File: config.mk
export PLATFORM = sky130hd
export DESIGN_NAME = clk_postscaler_doze
export DESIGN_NICKNAME = d
export VERILOG_FILES = /design/src/rtl/clkdiv_pkg.sv /design/src/rtl/cdz_ctrl_reg.sv /design/src/rtl/cdz_divider.sv /design/src/rtl/clk_postscaler_doze.sv
export SDC_FILE = /design/constraint.sdc
export NUM_CORES = 1
export LEC_CHECK = 0
export ABC_AREA = 1
export BUFFER_PORTS_ARGS = -buffer_cell sky130_fd_sc_hd__buf_4
export CAP_MARGIN = 20
export CORE_MARGIN = 2
export CORE_UTILIZATION = 31
export CTS_BUF_LIST = sky130_fd_sc_hd__clkbuf_16
export DETAILED_ROUTE_END_ITERATION = 8
export PLACE_DENSITY = 0.49
export SETUP_SLACK_MARGIN = 0.4
export SLEW_MARGIN = 20
export SYNTH_ARGS = -nofsm -noshare
export SYNTH_HDL_FRONTEND = slang
export SYNTH_SLANG_ARGS = --single-unit
export TNS_END_PERCENT = 5
File: constraint.sdc
create_clock -name clk -period 1.9 [get_ports clk]
set_input_delay 0.095 -clock clk [delete_from_list [all_inputs] [get_ports clk]]
set_output_delay 0.095 -clock clk [all_outputs]
set_load 0.03 [all_outputs]
File: src/rtl/clkdiv_pkg.sv
package clkdiv_pkg;

    localparam int WORD_W      = 16;
    localparam int CODE_W      = 3;
    localparam int HI_LSB      = 8;
    localparam int HI_W        = WORD_W - HI_LSB;
    localparam int RECOVER_BIT = 15;
    localparam int DOZE_LSB    = 12;
    localparam int DOZE_EN_BIT = 11;
    localparam int POST_LSB    = 8;
    localparam int POST_CNT_W  = 8;
    localparam int DOZE_CNT_W  = 7;

    typedef struct packed {
        logic              recover;
        logic [CODE_W-1:0] doze_code;
        logic              doze_en;
        logic [CODE_W-1:0] post_code;
    } ctrl_t;

    localparam logic              RST_RECOVER = 1'b0;
    localparam logic [CODE_W-1:0] RST_DOZE    = 3'd3;
    localparam logic [CODE_W-1:0] RST_POST    = 3'd1;

    typedef enum logic {
        DIV_RELOAD,
        DIV_RUN
    } div_state_t;

    typedef enum logic {
        DOZE_OFF,
        DOZE_ON
    } doze_state_t;

endpackage

File: src/rtl/cdz_ctrl_reg.sv
module cdz_ctrl_reg
    import clkdiv_pkg::*;
(
    input  logic            clk,
    input  logic            rst_n,
    input  logic            wr_en,
    input  logic [HI_W-1:0] wr_hi,
    input  logic            irq,
    output ctrl_t           cfg
);

    localparam int REC_POS  = RECOVER_BIT - HI_LSB;
    localparam int DZ_POS   = DOZE_LSB - HI_LSB;
    localparam int DEN_POS  = DOZE_EN_BIT - HI_LSB;
    localparam int POST_POS = POST_LSB - HI_LSB;

    logic              recover_q;
    logic [CODE_W-1:0] doze_code_q;
    logic [CODE_W-1:0] post_code_q;
    doze_state_t       doze_q;
    doze_state_t       doze_d;
    logic              recover_hit;
    logic              wr_sets_en;
    logic              wr_clrs_en;

    assign recover_hit = recover_q & irq;
    assign wr_sets_en  = wr_en & wr_hi[DEN_POS];
    assign wr_clrs_en  = wr_en & ~wr_hi[DEN_POS];

    // doze-mode state register
    always_ff @(posedge clk) begin
        if (!rst_n) begin
            doze_q <= DOZE_OFF;
        end else begin
            doze_q <= doze_d;
        end
    end

    // transitions: ENTER, CLEAR_WR, RECOVER
    always_comb begin
        doze_d = doze_q;
        unique case (doze_q)
            DOZE_OFF: begin
                if (wr_sets_en && !recover_hit) begin
                    doze_d = DOZE_ON;
                end
            end
            DOZE_ON: begin
                if (recover_hit) begin
                    doze_d = DOZE_OFF;
                end else if (wr_clrs_en) begin
                    doze_d = DOZE_OFF;
                end
            end
            default: doze_d = DOZE_OFF;
        endcase
    end

    // plain fields of the control word
    always_ff @(posedge clk) begin
        if (!rst_n) begin
            recover_q   <= RST_RECOVER;
            doze_code_q <= RST_DOZE;
            post_code_q <= RST_POST;
        end else if (wr_en) begin
            recover_q   <= wr_hi[REC_POS];
            doze_code_q <= wr_hi[DZ_POS +: CODE_W];
            post_code_q <= wr_hi[POST_POS +: CODE_W];
        end
    end

    // outputs
    always_comb begin
        cfg.recover   = recover_q;
        cfg.doze_code = doze_code_q;
        cfg.doze_en   = (doze_q == DOZE_ON);
        cfg.post_code = post_code_q;
    end

endmodule

File: src/rtl/cdz_divider.sv
module cdz_divider
    import clkdiv_pkg::*;
#(
    parameter int               CNT_W   = 8,
    parameter int               SEL_W   = 3,
    parameter logic [SEL_W-1:0] RST_SEL = '0
) (
    input  logic             clk,
    input  logic             rst_n,
    input  logic             adv,
    input  logic [SEL_W-1:0] sel,
    input  logic [CNT_W-1:0] term,
    output logic             pulse
);

    div_state_t       state_q;
    div_state_t       state_d;
    logic [SEL_W-1:0] sel_q;
    logic [CNT_W-1:0] cnt_q;
    logic             sel_moved;
    logic             at_term;

    assign sel_moved = (sel != sel_q);
    assign at_term   = (cnt_q == term);

    // state register
    always_ff @(posedge clk) begin
        if (!rst_n) begin
            state_q <= DIV_RELOAD;
        end else begin
            state_q <= state_d;
        end
    end

    // transitions: START (RELOAD->RUN), RESELECT (RUN->RELOAD)
    always_comb begin
        state_d = state_q;
        unique case (state_q)
            DIV_RELOAD: state_d = DIV_RUN;
            DIV_RUN: begin
                if (sel_moved) begin
                    state_d = DIV_RELOAD;
                end
            end
            default: state_d = DIV_RELOAD;
        endcase
    end

    // counter and captured selection
    always_ff @(posedge clk) begin
        if (!rst_n) begin
            sel_q <= RST_SEL;
            cnt_q <= '0;
        end else begin
            unique case (state_q)
                DIV_RELOAD: cnt_q <= '0;
                DIV_RUN: begin
                    if (sel_moved) begin
                        sel_q <= sel;
                        cnt_q <= '0;
                    end else if (adv) begin
                        cnt_q <= at_term ? '0 : cnt_q + 1'b1;
                    end
                end
                default: cnt_q <= '0;
            endcase
        end
    end

    // output strobe
    always_comb begin
        pulse = 1'b0;
        unique case (state_q)
            DIV_RELOAD: pulse = 1'b0;
            DIV_RUN:    pulse = adv && !sel_moved && at_term;
            default:    pulse = 1'b0;
        endcase
    end

endmodule

File: src/rtl/clk_postscaler_doze.sv
module clk_postscaler_doze
    import clkdiv_pkg::*;
#(
    parameter int POST_W = POST_CNT_W,
    parameter int DOZE_W = DOZE_CNT_W
) (
    input  logic              clk,
    input  logic              rst_n,
    input  logic              wr_en,
    input  logic [WORD_W-1:0] wr_data,
    input  logic              irq,
    output logic [WORD_W-1:0] rd_data,
    output logic              sys_ce,
    output logic              cpu_ce
);

    localparam logic [CODE_W-1:0] TOP_CODE = {CODE_W{1'b1}};

    ctrl_t             cfg;
    logic [POST_W-1:0] post_term;
    logic [DOZE_W-1:0] doze_term;
    logic [CODE_W-1:0] doze_sel;
    logic              unused_low;

    assign unused_low = ^wr_data[HI_LSB-1:0];

    cdz_ctrl_reg u_ctrl (
        .clk   (clk),
        .rst_n (rst_n),
        .wr_en (wr_en),
        .wr_hi (wr_data[WORD_W-1:HI_LSB]),
        .irq   (irq),
        .cfg   (cfg)
    );

    // postscaler terminal count: powers of two, top code jumps to all ones
    always_comb begin
        if (cfg.post_code == TOP_CODE) begin
            post_term = {POST_W{1'b1}};
        end else begin
            post_term = POST_W'((32'd1 << cfg.post_code) - 32'd1);
        end
    end

    // doze ratio collapses to 1:1 when disabled
    assign doze_sel  = cfg.doze_en ? cfg.doze_code : '0;
    assign doze_term = DOZE_W'((32'd1 << doze_sel) - 32'd1);

    cdz_divider #(
        .CNT_W   (POST_W),
        .SEL_W   (CODE_W),
        .RST_SEL (RST_POST)
    ) u_post (
        .clk   (clk),
        .rst_n (rst_n),
        .adv   (1'b1),
        .sel   (cfg.post_code),
        .term  (post_term),
        .pulse (sys_ce)
    );

    cdz_divider #(
        .CNT_W   (DOZE_W),
        .SEL_W   (CODE_W),
        .RST_SEL ('0)
    ) u_doze (
        .clk   (clk),
        .rst_n (rst_n),
        .adv   (sys_ce),
        .sel   (doze_sel),
        .term  (doze_term),
        .pulse (cpu_ce)
    );

    assign rd_data = {cfg, {HI_LSB{1'b0}}};

endmodule

# Word level (Yosys, flattened, before mapping)
# Cells that the tools add are included.
totals:
  ff_bits: 31
  latch_bits: 0
  ramBits: 0
  mem_bits_ro: 0
  inputBits: 20
  out_inout_bits: 18
  elab_cells: 57
  memories: 0
classes:
  add_sub_neg: 4
  multipliers: 0
  n_div: 0
  n_lt_le_gt_ge: 0
  eq_ne: 6
  n_shift: 2
  muxes: 19
  bitwise_logic: 7
  n_reduce_logical: 9
ops:
  columns: ["op", "count"]
  rows:
  - ["$mux W8", 3]
  - ["$mux W7", 3]
  - ["$pmux W8 S2", 1]
  - ["$pmux W7 S2", 1]
  - ["$pmux W1 S2", 5]
  - ["$add A8 B1 Y8 const B", 1]
  - ["$eq A8 B8 Y1", 1]
  - ["$shl A1 B3 Y8 const A", 1]
  - ["$sub A8 B1 Y8 const B", 1]
  - ["$add A7 B1 Y7 const B", 1]
  - ["$eq A7 B7 Y1", 1]
  - ["$shl A1 B3 Y7 const A", 1]
  - ["$sub A7 B1 Y7 const B", 1]
  - ["$ne A3 B3 Y1", 2]
  - ["$mux W1", 5]
  - ["$logic_and A1 B1 Y1", 4]
  - ["$not A1 Y1", 4]
  - ["$reduce_and A2 Y1", 2]
  - ["$and A1 B1 Y1", 3]
  - ["$eq A3 B3 Y1 const B", 1]
  - ["$logic_not A1 Y1", 3]
  - ["$mux W3", 1]
  - ["$ne A3 B2 Y1 const B", 1]

# Logic depth before layout (Yosys ltp)
logic_depth:
  ltp_word: 9
  mapped_depth: 17
  depth_no_buf: 16

# Hierarchy
# Synthesis repeated with hierarchy kept, for this count alone.
hier_totals:
  hier_cells: 330
  hier_area_um2: 2125.8
by_module_without_submodules:
  columns: ["module", "instances", "cells_per_inst", "area_each_um2", "seq_area_each_um2"]
  rows:
  - ["cdz_divider (u_post)", 1, 123, 799.5, 240.2]
  - ["cdz_divider (u_doze)", 1, 98, 683.2, 220.2]
  - ["clk_postscaler_doze", 1, 68, 325.3, 0.0]
  - ["cdz_ctrl_reg", 1, 41, 317.8, 160.2]

# Least setup slack after synthesis
# OpenSTA, ideal clock, no wires.
synth_path:
  path_type: "register -> output"
  from: "register u_ctrl.doze_code_q[1]"
  to: "output cpu_ce"
  arrival_time_ns: 2.360
  required_ns: 1.805
  setup_slack_ns: -0.555
  path_stages_with_launch: 13
  n_path_buf: 0
  path_cell_list: "dfxtp_1 -> nand2_2 -> nand3_1 -> ha_1 -> nand2_1 -> inv_1 -> nor2_1 -> nand3_1 -> nor2_1 -> nand2_1 -> nor2_1 -> nand2_1 -> nor3_1"
synth_between:
  elab_chain_len: 6
  word_cells_on_any_way: 9
  classes_between: "1 x add/sub; 2 x eq/ne; 1 x shift; 2 x mux; 3 x reduce/logical"
synth_rtl:
  columns: ["item", "line", "source"]
  rows:
  - ["from (decl)", "cdz_ctrl_reg.sv:18", "logic [CODE_W-1:0] doze_code_q;"]
  - ["from (signal assigned)", "cdz_ctrl_reg.sv:67", "doze_code_q <= wr_hi[DZ_POS +: CODE_W];"]
  - ["$mux W3 (*)", "clk_postscaler_doze.sv:46", "assign doze_sel = cfg.doze_en ? cfg.doze_code : '0;"]
  - ["$shl A1 B3 Y7 / $ne A3 B3 Y1 (equally long branches)", "clk_postscaler_doze.sv:47, cdz_divider.sv:23", null]
  - ["$sub A7 B1 Y7 / $logic_not A1 Y1 (equally long branches)", "clk_postscaler_doze.sv:47, cdz_divider.sv:75", null]
  - ["$eq A7 B7 Y1 / $logic_and A1 B1 Y1 (equally long branches)", "cdz_divider.sv:24, cdz_divider.sv:75", null]
  - ["$logic_and A1 B1 Y1 (*)", "cdz_divider.sv:75", "DIV_RUN: pulse = adv && !sel_moved && at_term;"]
  - ["$pmux W1 S2 (*)", "cdz_divider.sv:73", "unique case (state_q)"]
  - ["to (decl)", "clk_postscaler_doze.sv:14", "output logic cpu_ce"]
# Mark *: on every way between the ends. The rest lies on a longest branch, timed or not.

# Final worst setup path
layout_path:
  from: "register u_ctrl.doze_q"
  to: "output cpu_ce"
layout_between:
  elab_chain_len: 6
  word_cells_on_any_way: 9
  classes_between: "1 x add/sub; 2 x eq/ne; 1 x shift; 2 x mux; 3 x reduce/logical"
layout_rtl:
  columns: ["item", "line", "source"]
  rows:
  - ["from (decl)", "cdz_ctrl_reg.sv:20", "doze_state_t doze_q;"]
  - ["from (signal assigned)", "cdz_ctrl_reg.sv:35", "doze_q <= doze_d;"]
  - ["$mux W3 (*)", "clk_postscaler_doze.sv:46", null]
  - ["$shl A1 B3 Y7 / $ne A3 B3 Y1 (equally long branches)", "clk_postscaler_doze.sv:47, cdz_divider.sv:23", null]
  - ["$sub A7 B1 Y7 / $logic_not A1 Y1 (equally long branches)", "clk_postscaler_doze.sv:47, cdz_divider.sv:75", null]
  - ["$eq A7 B7 Y1 / $logic_and A1 B1 Y1 (equally long branches)", "cdz_divider.sv:24, cdz_divider.sv:75", null]
  - ["$logic_and A1 B1 Y1 (*)", "cdz_divider.sv:75", null]
  - ["$pmux W1 S2 (*)", "cdz_divider.sv:73", null]
# Marked as above.

==> results.tsv <==
stage	metric	value	unit
status	violations	setup timing	
route	detailedRoute.firstIterationViolations	59	
finish	drive_gt1_share	26.9	%
power	powerDensity	787	nW/µm²
worst_setup_path	critPathMaxFanout	6	
logic_synthesis	synth_seq_area_share	30.9	%
hold_path	hp-class	in -> reg	
finish	final_util	40.6	%
finish	fin_nets	361	
global_route	grt_max_degree	16	
logic_synthesis	synth_most_common_cell	nand2_1	
power	ir_drop	334	µV
clock_network	root_buffer	clkbuf_16	
worst_setup_path	worstPathArrival	2060	ps
power	sw_frac_of_total	32.3	%
clock_network	cts_buffers	5	
global_route	antenna_found_initial	0	
clock_network	cts.sinks	31	
route	ant_nets	0	
power	pwr-share-comb	25.4	%
floorplanning	die-area	7130	µm²
status	status	complete, but fails checks	
timing	rsz0062_at_grt	yes	
timing	setup_tns	-610	ps
power	p_leak	1.16	nW
worst_setup_path	slowest_stage	dfxtp_4	
worst_setup_path	critical-path-top-delay-family	simple AND/OR/NAND/NOR gates	
route	routed_wl	4730	µm
global_route	grt.total_usage	14.1	%
clock_network	clock_latency	280	ps
route	num_vias	1886	
timing	finalClockSkew	5.36	ps
floorplanning	dieHeight	84.5	µm
logic_synthesis	netlist_instances	298	
worst_setup_path	slowest_delay	370	ps
global_route	grt-ovfl-total	0	
clock_network	clk_path_buf_depth	2	
timing	finalHoldViolCount	0	
worst_setup_path	path_cells	nand2_4, nand4_1, ha_1, nand2_1, inv_1, nor2_1, nand3_1, nor2_1, nand2_1, nor2_2, nand2_2, nor3_4, buf_6	
power	seq_power_share	37.1	%
placed_design	io_buffers	21	
finish	num_antenna_cells	0	
finish	areaGrowthSynthToFinish	27.9	%
floorplanning	start_util	31.8	%
logic_synthesis	synth.distinct_cells	29	
logic_synthesis	syn-mean-instance-area	6.73	µm²
worst_setup_path	end_kind	output pin	
floorplanning	core	6310	µm²
worst_setup_path	start_kind	flip-flop	
timing	max_freq	465	MHz
route	drc	0	
timing	final_max_slew_viol_count	0	
clock_network	path_clk_slew	50	ps
timing	period_share	113	%
logic_synthesis	synth_ff_type	dfxtp_1	
global_route	grt_pass1_vias	1727	
power	power_frac_clock	37.5	%
floorplanning	io_pins	38	
global_route	grt_pass1_wl	7960	µm
logic_synthesis	netlist_area	2010	µm²
power	netSwitchingPower	652	µW
power	p_int	1.37	mW
logic_synthesis	synthTopCellsByArea	dfxtp_1 (31%), nand2_1 (13%), nand3_1 (8.7%), inv_1 (5.8%), nor2_1 (5.6%)	
placed_design	placed_area	2320	µm²
finish	design_area	2570	µm²
run	drv_cap	0	
clock_network	cts_htree_levels	2	
logic_synthesis	yosys_warnings	0	
logic_synthesis	synth_common_cells	nand2_1 (68), nand3_1 (35), dfxtp_1 (31), inv_1 (31), nor2_1 (30)	
worst_setup_path	critPathRequiredTime	1800	ps
route	detail_route.wl_per_cell	11.4	µm
timing	fin_ws	-251	ps
route	avgViaCountPerCell	4.54	
timing	hold_slack	16.8	ps
placed_design	place_congestion	0.771	
logic_synthesis	synth_top_cell_by_area	dfxtp_1	
worst_setup_path	path_class	reg -> out	
floorplanning	rows	29	
logic_synthesis	ys_ff_latch	31	
timing	setup_violations	9	
logic_synthesis	synth_edf_count	0	
worst_setup_path	path_buf_inv	2	
placed_design	dp_hpwl	3540	µm
worst_setup_path	regToRegSetupSlack	-40	ps
timing	finalCriticalPeriod	2150	ps
clock_network	cts_tree	built	
logic_synthesis	synth_top_cell_area_share	30.9	%
floorplanning	die_w	84.5	µm
logic_synthesis	async_reset_ff_share	0	%
route	drtPass1Iterations	4	
## stage by stage
step           std cells  total power [mW]  setup WS (ps)
6_report             415              2.02           -251
4_1_cts              415              2.03           -262
3_3_place_gp         404              1.23           -107
5_1_grt              415              2.13           -393
2_1_floorplan        305              1.12          -66.9
3_5_place_dp         404              1.24           -115
## cell families (layout without fill, tap and decap cells)
logic type,Yosys count,in the layout,share of synthesized area [%]
adders and majority gates,4,4,2.49
other,1,8,0.187
xor gates and xnor gates,13,13,5.67
buffers and inverters,53,86,13.1
and+or+nand+nor,164,164,39.3
DFF,31,31,30.9
AOI/OAI and AO/OA,32,32,8.29
## worst paths after layout
path / start / endpoint / cells past startpoint
max reg2reg: u_ctrl.doze_q$_SDFF_PN0_ / u_doze.cnt_q[0]$_SDFFE_PN0P_ / 16
min: irq / u_ctrl.doze_q$_SDFF_PN0_ / 2
min reg2reg: u_ctrl.recover_q$_SDFFE_PN0P_ / u_ctrl.doze_q$_SDFF_PN0_ / 1
max: u_ctrl.doze_q$_SDFF_PN0_ / cpu_ce / 13
## metal layers
metal  GRT usage (%)  share of wire [%]  vias to the layer above
li1                -                  -                     1012
met1            19.1                 53                      835
met2            21.6                 42                       33
met3            3.44                3.9                        6
met4            5.63                1.5                        0
met5               0                  0                        -
## what timing repair did
item,4_1_cts,5_1_grt
hold endpoints to repair,0,0
pin swaps,2,5
gates cloned,0,0
resized for setup,7,14
hold buffers,0,0
buffers inserted,3,0
endpoints found under the setup margin,17,19
## state kept, by name, summed over array words and instances (netlist names)
name                cells
u_post.cnt_q            8
u_ctrl.doze_q           1
u_ctrl.recover_q        1
u_post.state_q          1
u_doze.state_q          1
u_doze.sel_q            3
u_post.sel_q            3
u_doze.cnt_q            7
u_ctrl.doze_code_q      3
u_ctrl.post_code_q      3
## power groups by stage
stage | clock network [mW] | logic (mW) | registers (mW)
2_1_floorplan | 0 | 0.357 | 0.765
3_5_place_dp | 0 | 0.478 | 0.758
5_1_grt | 0.803 | 0.574 | 0.756
4_1_cts | 0.787 | 0.497 | 0.746
6_report | 0.758 | 0.512 | 0.750
3_3_place_gp | 0 | 0.473 | 0.758
## worst register-to-register path, delay by kind of cell (launching register included)
kind,cells,cell delay [ps]
adder cells (fa/ha/maj),1,320
flip-flops,1,370
AND/OR/NAND/NOR,11,840
AO/OA/AOI/OAI,1,50
buffers and inverters,3,260
## layout make-up
type	instances	area [µm²]
Fill cell	669	3750
Multi-Input combinational cell	221	1230
Sequential cell	31	639
Timing Repair Buffer	41	323
Inverter	37	141
Clock buffer	5	125
Tap cell	77	96.3
Clock inverter	3	11.3
## cells in the final DEF (no fill, tap or decap), types with 3 or more instances in the layout
cell and count:
nand2_1 65, inv_1 31, nor2_1 29, buf_4 37, o21ai_0 13, nand4_1 5, dfxtp_2 3, inv_2 4
nand2_2 10, clkinv_1 4, conb_1 8, buf_6 4, dfxtp_1 24, clkbuf_16 5, xor2_1 5, xnor2_1 5
nand3_1 34, ha_1 3, nor2_4 5, a21oi_1 16, dfxtp_4 4, nand3_2 4, nor2_2 3
Power figures use the tool's default switching activity.
